==> config.mk <==
export PLATFORM = sky130hd
export DESIGN_NAME = gain_stage_top
export DESIGN_NICKNAME = d
export VERILOG_FILES = /design/src/rtl/gain_stage_pkg.sv /design/src/rtl/gain_cfg_bank.sv /design/src/rtl/gain_lane.sv /design/src/rtl/gain_stage_top.sv
export SDC_FILE = /design/constraint.sdc
export NUM_CORES = 2
export LEC_CHECK = 0
export ABC_AREA = 1
export BUFFER_PORTS_ARGS = -buffer_cell sky130_fd_sc_hd__buf_2
export CORE_MARGIN = 4
export CORE_UTILIZATION = 40
export CTS_CLUSTER_DIAMETER = 100
export DETAILED_ROUTE_END_ITERATION = 7
export PLACE_DENSITY = 0.59
export SYNTH_ARGS = -nofsm -noshare
export SYNTH_HDL_FRONTEND = slang
export SYNTH_SLANG_ARGS = --single-unit
export TNS_END_PERCENT = 10
==> constraint.sdc <==
create_clock -name clk -period 17.19 [get_ports clk]
set_input_delay 3.438 -clock clk [delete_from_list [all_inputs] [get_ports clk]]
set_output_delay 3.438 -clock clk [all_outputs]
set_load 0.01 [all_outputs]
==> src/rtl/gain_stage_pkg.sv <==
package gain_stage_pkg;

   // Source of a setting commit in a given cycle.
   typedef enum logic [1:0] {
      CMT_NONE  = 2'd0,
      CMT_WRITE = 2'd1,
      CMT_SYNC  = 2'd2
   } commit_e;

   // Number of sample lanes handled in parallel (I and Q).
   localparam int unsigned LANES = 2;

endpackage

==> src/rtl/gain_cfg_bank.sv <==
module gain_cfg_bank
   import gain_stage_pkg::*;
#(
   parameter int unsigned FRAC_W    = 8,
   parameter int unsigned EXP_W     = 4,
   parameter int unsigned RESET_EXP = 6
) (
   input  logic              clk,
   input  logic              rst_n,
   input  logic              frac_wr,
   input  logic [FRAC_W-1:0] frac_wdata,
   input  logic              exp_wr,
   input  logic [EXP_W-1:0]  exp_wdata,
   input  logic              exp_sync_mode,
   input  logic              gsync_n,
   output logic [FRAC_W-1:0] act_frac,
   output logic [EXP_W-1:0]  act_exp,
   output commit_e           commit_src
);

   localparam logic [EXP_W-1:0] EXP_RST = EXP_W'(RESET_EXP);

   if (RESET_EXP >= (1 << EXP_W)) begin : g_bad_reset_exp
      $error("gain_cfg_bank: RESET_EXP does not fit in EXP_W bits");
   end

   logic [FRAC_W-1:0] stg_frac;
   logic [EXP_W-1:0]  stg_exp;
   logic              stg_mode;
   logic              stg_pending;
   logic              gsync_q;
   logic              sync_fall;
   logic [FRAC_W-1:0] frac_for_write;

   // Sync line edge detection: a fall is a high-to-low transition.
   always_ff @(posedge clk or negedge rst_n) begin
      if (!rst_n) gsync_q <= 1'b1;
      else        gsync_q <= gsync_n;
   end

   assign sync_fall = gsync_q & ~gsync_n;

   // A fraction written in the same cycle as a committing exponent write
   // belongs to that commit.
   assign frac_for_write = frac_wr ? frac_wdata : stg_frac;

   always_comb begin
      commit_src = CMT_NONE;
      if (exp_wr) begin
         if (!exp_sync_mode) commit_src = CMT_WRITE;
      end else if (stg_mode && stg_pending && sync_fall) begin
         commit_src = CMT_SYNC;
      end
   end

   // Staging registers.
   always_ff @(posedge clk or negedge rst_n) begin
      if (!rst_n) begin
         stg_frac    <= '0;
         stg_exp     <= EXP_RST;
         stg_mode    <= 1'b0;
         stg_pending <= 1'b0;
      end else begin
         if (frac_wr) stg_frac <= frac_wdata;
         if (exp_wr) begin
            stg_exp     <= exp_wdata;
            stg_mode    <= exp_sync_mode;
            stg_pending <= exp_sync_mode;
         end else if (commit_src == CMT_SYNC) begin
            stg_pending <= 1'b0;
         end
      end
   end

   // Live registers.
   always_ff @(posedge clk or negedge rst_n) begin
      if (!rst_n) begin
         act_frac <= '0;
         act_exp  <= EXP_RST;
      end else begin
         unique case (commit_src)
            CMT_WRITE: begin
               act_frac <= frac_for_write;
               act_exp  <= exp_wdata;
            end
            CMT_SYNC: begin
               act_frac <= stg_frac;
               act_exp  <= stg_exp;
            end
            default: ;
         endcase
      end
   end

   // the live pair only moves in a commit cycle.
   assert_live_hold_R4: assert property (@(posedge clk) disable iff (!rst_n)
      (commit_src == CMT_NONE) |=> ($stable(act_frac) && $stable(act_exp)));

   // an immediate-mode exponent write is live in the next cycle.
   assert_write_commit_R5: assert property (@(posedge clk) disable iff (!rst_n)
      (exp_wr && !exp_sync_mode) |=> (act_exp == $past(exp_wdata)));

   // a staged write waits for the sync line.
   assert_staged_wait_R6: assert property (@(posedge clk) disable iff (!rst_n)
      (exp_wr && exp_sync_mode) |=> $stable(act_exp));

endmodule

==> src/rtl/gain_lane.sv <==
module gain_lane #(
   parameter int unsigned IN_W   = 24,
   parameter int unsigned OUT_W  = 16,
   parameter int unsigned FRAC_W = 8,
   parameter int unsigned EXP_W  = 4,
   parameter int unsigned B_W    = 3,
   parameter int unsigned R_BASE = 4,
   parameter int unsigned B_MAX  = 6
) (
   input  logic [IN_W-1:0]   sample,
   input  logic [FRAC_W-1:0] frac,
   input  logic [EXP_W-1:0]  expo,
   input  logic [B_W-1:0]    bshift,
   output logic [OUT_W-1:0]  result,
   output logic              sat
);

   // The multiplier (2^FRAC_W + F) needs FRAC_W+1 magnitude bits plus a sign.
   localparam int unsigned MUL_W = IN_W + FRAC_W + 2;
   localparam int unsigned EXP_MAX = (1 << EXP_W) - 1;
   localparam int unsigned SUM_W = MUL_W + EXP_MAX + 1;
   localparam int unsigned SH_W  = $clog2(R_BASE + B_MAX + 1) + 1;

   if (OUT_W < 2 || OUT_W >= SUM_W) begin : g_bad_out_w
      $error("gain_lane: OUT_W out of range");
   end

   logic signed [MUL_W-1:0] x_ext;
   logic signed [MUL_W-1:0] k_ext;
   logic signed [MUL_W-1:0] prod;
   logic signed [SUM_W-1:0] wide;
   logic signed [SUM_W-1:0] wide_sh;
   logic signed [SUM_W-1:0] half;
   logic signed [SUM_W-1:0] neg_adj;
   logic signed [SUM_W-1:0] rnd;
   logic [SH_W-1:0]         rsh;
   logic                    pos_ovf;
   logic                    neg_ovf;

   // Mantissa multiply: sample times (2^FRAC_W + F).
   always_comb begin
      x_ext = {{(MUL_W-IN_W){sample[IN_W-1]}}, sample};
      k_ext = {{(MUL_W-FRAC_W-1){1'b0}}, 1'b1, frac};
      prod  = x_ext * k_ext;
   end

   // Exponent shift up, then rounded shift down by the base amount.
   always_comb begin
      wide    = {{(SUM_W-MUL_W){prod[MUL_W-1]}}, prod};
      wide_sh = wide <<< expo;
      rsh     = SH_W'(R_BASE) + SH_W'(bshift);
      half    = SUM_W'(1) << (rsh - SH_W'(1));
      neg_adj = {{(SUM_W-1){1'b0}}, wide_sh[SUM_W-1]};
      rnd     = (wide_sh + half - neg_adj) >>> rsh;
   end

   // Saturation to the output width.
   always_comb begin
      pos_ovf = !rnd[SUM_W-1] && (|rnd[SUM_W-2:OUT_W-1]);
      neg_ovf = rnd[SUM_W-1] && !(&rnd[SUM_W-2:OUT_W-1]);
      sat     = pos_ovf | neg_ovf;
      if (pos_ovf)      result = {1'b0, {(OUT_W-1){1'b1}}};
      else if (neg_ovf) result = {1'b1, {(OUT_W-1){1'b0}}};
      else              result = rnd[OUT_W-1:0];
   end

endmodule

==> src/rtl/gain_stage_top.sv <==
module gain_stage_top
   import gain_stage_pkg::*;
#(
   parameter int unsigned IN_W      = 24,
   parameter int unsigned OUT_W     = 16,
   parameter int unsigned FRAC_W    = 8,
   parameter int unsigned EXP_W     = 4,
   parameter int unsigned DEC_W     = 3,
   parameter int unsigned B_MAX     = 6,
   parameter int unsigned SCALE_W   = 12,
   parameter int unsigned RESET_EXP = 6
) (
   input  logic              clk,
   input  logic              rst_n,
   input  logic              frac_wr,
   input  logic [7:0]        frac_wdata,
   input  logic              exp_wr,
   input  logic [3:0]        exp_wdata,
   input  logic              exp_sync_mode,
   input  logic              gsync_n,
   input  logic [2:0]        dec_code,
   input  logic              in_valid,
   input  logic [23:0]       in_i,
   input  logic [23:0]       in_q,
   output logic              out_valid,
   output logic [15:0]       out_i,
   output logic [15:0]       out_q,
   output logic              ovf_pulse
);

   localparam int unsigned R_BASE = FRAC_W - (OUT_W - SCALE_W);
   localparam int unsigned B_W    = $clog2(B_MAX + 1);

   if (IN_W != 24 || OUT_W != 16 || FRAC_W != 8 || EXP_W != 4 || DEC_W != 3) begin : g_bad_port_w
      $error("gain_stage_top: port widths are fixed at 24/16/8/4/3");
   end
   if (OUT_W <= SCALE_W || R_BASE < 1) begin : g_bad_scale
      $error("gain_stage_top: SCALE_W leaves no rounding position");
   end
   if ((1 << DEC_W) <= B_MAX) begin : g_bad_dec_w
      $error("gain_stage_top: DEC_W cannot encode B_MAX");
   end

   logic [FRAC_W-1:0] act_frac;
   logic [EXP_W-1:0]  act_exp;
   commit_e           commit_src;
   logic [B_W-1:0]    bshift;

   logic [IN_W-1:0]  lane_in  [LANES];
   logic [OUT_W-1:0] lane_out [LANES];
   logic [LANES-1:0] lane_sat;

   gain_cfg_bank #(
      .FRAC_W    (FRAC_W),
      .EXP_W     (EXP_W),
      .RESET_EXP (RESET_EXP)
   ) u_cfg (
      .clk           (clk),
      .rst_n         (rst_n),
      .frac_wr       (frac_wr),
      .frac_wdata    (frac_wdata),
      .exp_wr        (exp_wr),
      .exp_wdata     (exp_wdata),
      .exp_sync_mode (exp_sync_mode),
      .gsync_n       (gsync_n),
      .act_frac      (act_frac),
      .act_exp       (act_exp),
      .commit_src    (commit_src)
   );

   // Base shift from the decimation code; codes above B_MAX clamp to zero.
   always_comb begin
      if (dec_code >= DEC_W'(B_MAX)) bshift = '0;
      else                           bshift = B_W'(B_MAX) - B_W'(dec_code);
   end

   assign lane_in[0] = in_i;
   assign lane_in[1] = in_q;

   for (genvar ln = 0; ln < LANES; ln++) begin : g_lane
      gain_lane #(
         .IN_W   (IN_W),
         .OUT_W  (OUT_W),
         .FRAC_W (FRAC_W),
         .EXP_W  (EXP_W),
         .B_W    (B_W),
         .R_BASE (R_BASE),
         .B_MAX  (B_MAX)
      ) u_lane (
         .sample (lane_in[ln]),
         .frac   (act_frac),
         .expo   (act_exp),
         .bshift (bshift),
         .result (lane_out[ln]),
         .sat    (lane_sat[ln])
      );
   end

   // Output register stage.
   always_ff @(posedge clk or negedge rst_n) begin
      if (!rst_n) begin
         out_valid <= 1'b0;
         out_i     <= '0;
         out_q     <= '0;
         ovf_pulse <= 1'b0;
      end else begin
         out_valid <= in_valid;
         if (in_valid) begin
            out_i     <= lane_out[0];
            out_q     <= lane_out[1];
            ovf_pulse <= |lane_sat;
         end else begin
            ovf_pulse <= 1'b0;
         end
      end
   end

   localparam logic [15:0] FS_POS = 16'h7FFF;
   localparam logic [15:0] FS_NEG = 16'h8000;

   // one-cycle latency on the qualifier.
   assert_valid_follow_R9: assert property (@(posedge clk) disable iff (!rst_n)
      in_valid |=> out_valid);
   assert_valid_idle_R9: assert property (@(posedge clk) disable iff (!rst_n)
      !in_valid |=> (!out_valid && !ovf_pulse));
   assert_hold_idle_R9: assert property (@(posedge clk) disable iff (!rst_n)
      !in_valid |=> ($stable(out_i) && $stable(out_q)));

   // an overflow flag always comes with a full-scale lane.
   assert_ovf_fullscale_R7: assert property (@(posedge clk) disable iff (!rst_n)
      ovf_pulse |-> (out_valid && (out_i == FS_POS || out_i == FS_NEG ||
                                   out_q == FS_POS || out_q == FS_NEG)));

endmodule

==> results.toml <==
[status]
status = "finished, final reports clean"

[timing]
timing.fmax_mhz = 77.5
hold_violations = 0
slew_viol_final = 0
finalSetupViolations = 0
fin_skew_ns = 0.0102
relSlewSlack_pct = 32.9
post-route-period-util_pct = 75.0
period_needed_ns = 12.90
tightest_slew_ns = 1.01
tns_ns = 0
rsz0062_at_grt = "no"

[worst_setup_path]
path_common_cell = "nand2_1"
crit_path_end_kind = "register"
crit_path_top_delay_cell = "fa_1"
arrival_ns = 13.14
path_buf_inv = 13
crit_path_start_kind = "primary input"
crit_type = "in -> reg"
max_stage_delay_ns = 0.57
crit_family = "adder cells"
cp.required_ns = 17.43
cp_max_fo = 16

[layout]
multiInputGateArea_um2 = 27300
nNetsFinal = 6190
mostFrequentLayoutCells = "1772 x nand2_1, 984 x inv_1, 622 x nand3_1, 356 x fa_1, 326 x o21ai_0"
layout-drive-gt1-share_pct = 4.33
layout_commonest_cell = "nand2_1"
fillCellCount = 9128
areaGrowthSynthToFinish_pct = 4.19
regArea_um2 = 1540

[floorplan]
rows = 105
fp.coreArea_um2 = 82500
fp.dieH_um = 297
initial_core_util_pct = 40.6
dieArea_um2 = 88400
dieWidth_um = 297
num_io_pins = 104

[flow_run]
cap_violations = 0

[min_path]
min_path_type = "reg -> reg"

[drt]
drc = 0
num_vias = 34300
drt_iter0_drc = 2305
first_pass_iters = 6
post_drt_via_cell_ratio = 5.22
ant_nets = 0
routed_wl_um = 105000
wl_per_cell_um = 16.0

[clock_network]
cts.sinks = 61
postCtsSetupBuffers = 0
cts_resized = 0
cts_buffers = 9
path_clk_slew_ns = 0.06
ctsHoldBuffers = 0
clk_latency_ns = 0.35
root_buffer = "clkbuf_16"
cts_tree = "done"
clk_path_buf_depth = 2
h-tree-depth = 3

[placed_design]
gp_congestion = 0.975
io_buffers = 103
dpl.hpwl_um = 87700

[synth]
ys_warn_count = 0
syn_inst = 5576
synth-edff-count = 0
yosysSeqAreaShare_pct = 4.58
syn_area_per_cell_um2 = 6.00
ys_ff_latch = 61
async_flop_share_pct = 100
synth_flop_cell = "dfrtp_1"
netlist-cell-type-count = 56
syn_area_um2 = 33500

[global_route]
gr-usage-all-layers_pct = 23.8
grt_pass1_vias = 34500
gr-total-overflow = 0
grt_first_pass_wirelength_um = 176000
antenna_found_initial = 1
grt_max_degree = 97
==> registers in the layout (all words and copies together), names as in the netlist <==
register,cells
u_cfg.act_exp,4
u_cfg.stg_pending,1
ovf_pulse,1
u_cfg.gsync_q,1
out_q,16
out_valid,1
u_cfg.stg_exp,4
u_cfg.stg_frac,8
u_cfg.stg_mode,1
out_i,16
u_cfg.act_frac,8
==> synth_stat cells (6+ instances only) <==
library cell	number	area share, %
o21ai_1	7	0.10
nand3_1	622	9.3
buf_2	15	0.22
o21ai_0	326	4.9
o21bai_1	18	0.40
nor3_1	34	0.51
mux2i_1	10	0.30
a21boi_0	6	0.13
nand3b_1	12	0.27
clkbuf_2	41	0.61
a31oi_1	19	0.36
nor4_1	19	0.36
or2_2	24	0.45
nand4_1	15	0.28
nand2_2	31	0.58
a21o_1	20	0.45
xnor2_1	28	0.73
a21oi_1	238	3.6
xor2_1	68	1.8
inv_1	987	11
dfrtp_1	56	4.2
o21a_1	15	0.34
nand2_1	1774	20
buf_1	51	0.57
o211ai_1	19	0.43
ha_1	275	10
fa_1	356	21
clkbuf_1	122	1.4
nor2_1	302	3.4
==> layout make-up <==
type | count | area share [%]
flip-flops and latches | 61 | 4.42
well taps | 1070 | 3.84
clock inverters | 4 | 0.136
multi-input cells | 4294 | 78.2
diodes | 1 | 0.00718
repair buffers | 127 | 1.99
clock buffers | 12 | 0.707
inverters | 996 | 10.7
==> worst register-to-register path, delay by kind of cell (launching register included) <==
kind                       cells  cell delay (ns)
xor gates and xnor gates       1             0.27
DFF                            1             0.33
adders and majority gates      7             3.27
buffers and inverters         13             1.40
AOI/OAI and AO/OA              8             1.92
and+or+nand+nor               28             3.31
==> final timing paths <==
| kind | from | end | slack, ns | cells past startpoint |
|---|---|---|---|---|
| worst max-delay path | in_q[7] | out_q[2]$_DFFE_PN0P_ | 4.29 | 57 |
| worst min-delay path | u_cfg.stg_pending$_DFFE_PN0P_ | u_cfg.stg_pending$_DFFE_PN0P_ | 0.47 | 2 |
| worst max register to register | u_cfg.act_frac[1]$_DFFE_PN0P_ | out_q[2]$_DFFE_PN0P_ | 6.58 | 57 |
| worst min register to register | u_cfg.stg_pending$_DFFE_PN0P_ | u_cfg.stg_pending$_DFFE_PN0P_ | 0.47 | 2 |
| max in group asynchronous | rst_n | u_cfg.act_exp[3]$_DFFE_PN0P_ | 13.29 | 2 |
| min in group asynchronous | rst_n | out_i[9]$_DFFE_PN0P_ | 3.29 | 2 |
==> cell families after synthesis <==
logic type	count (synthesis)	synth area share, %
adders and majority gates	631	31.6
xor gates and xnor gates	96	2.51
and+or+nand+nor	2849	35.5
DFF	61	4.58
AOI/OAI and AO/OA	696	11.4
other	1	0.0112
muxes	10	0.299
buffers and inverters	1232	14.1
==> layer usage <==
metal,up-vias,global-route usage (%),part of all wire (%)
met1,16100,31.2,45
met4,0,5.35,2.3
met3,129,1.74,4.2
met2,854,42.9,49
li1,17200,-,-
met5,-,0,0
==> stage by stage <==
step / hold slack, ns / instance area [um2] / std cells / worst slack, ns / utilization [%]
after detailed placement: 0.461 / 34600 / 6548 / 4.01 / 41.9
after global routing: 0.493 / 34900 / 6565 / 3.18 / 42.3
after CTS: 0.476 / 34900 / 6564 / 4.36 / 42.3
final: 0.472 / 34900 / 6565 / 4.29 / 42.3
after global placement: 0.463 / 34600 / 6548 / 4.13 / 41.9
after floorplan: 0.442 / 33500 / 5587 / 5.75 / -
Power is not shown: default switching activity piles up to over one toggle a cycle in this logic, so the estimate is an artifact.
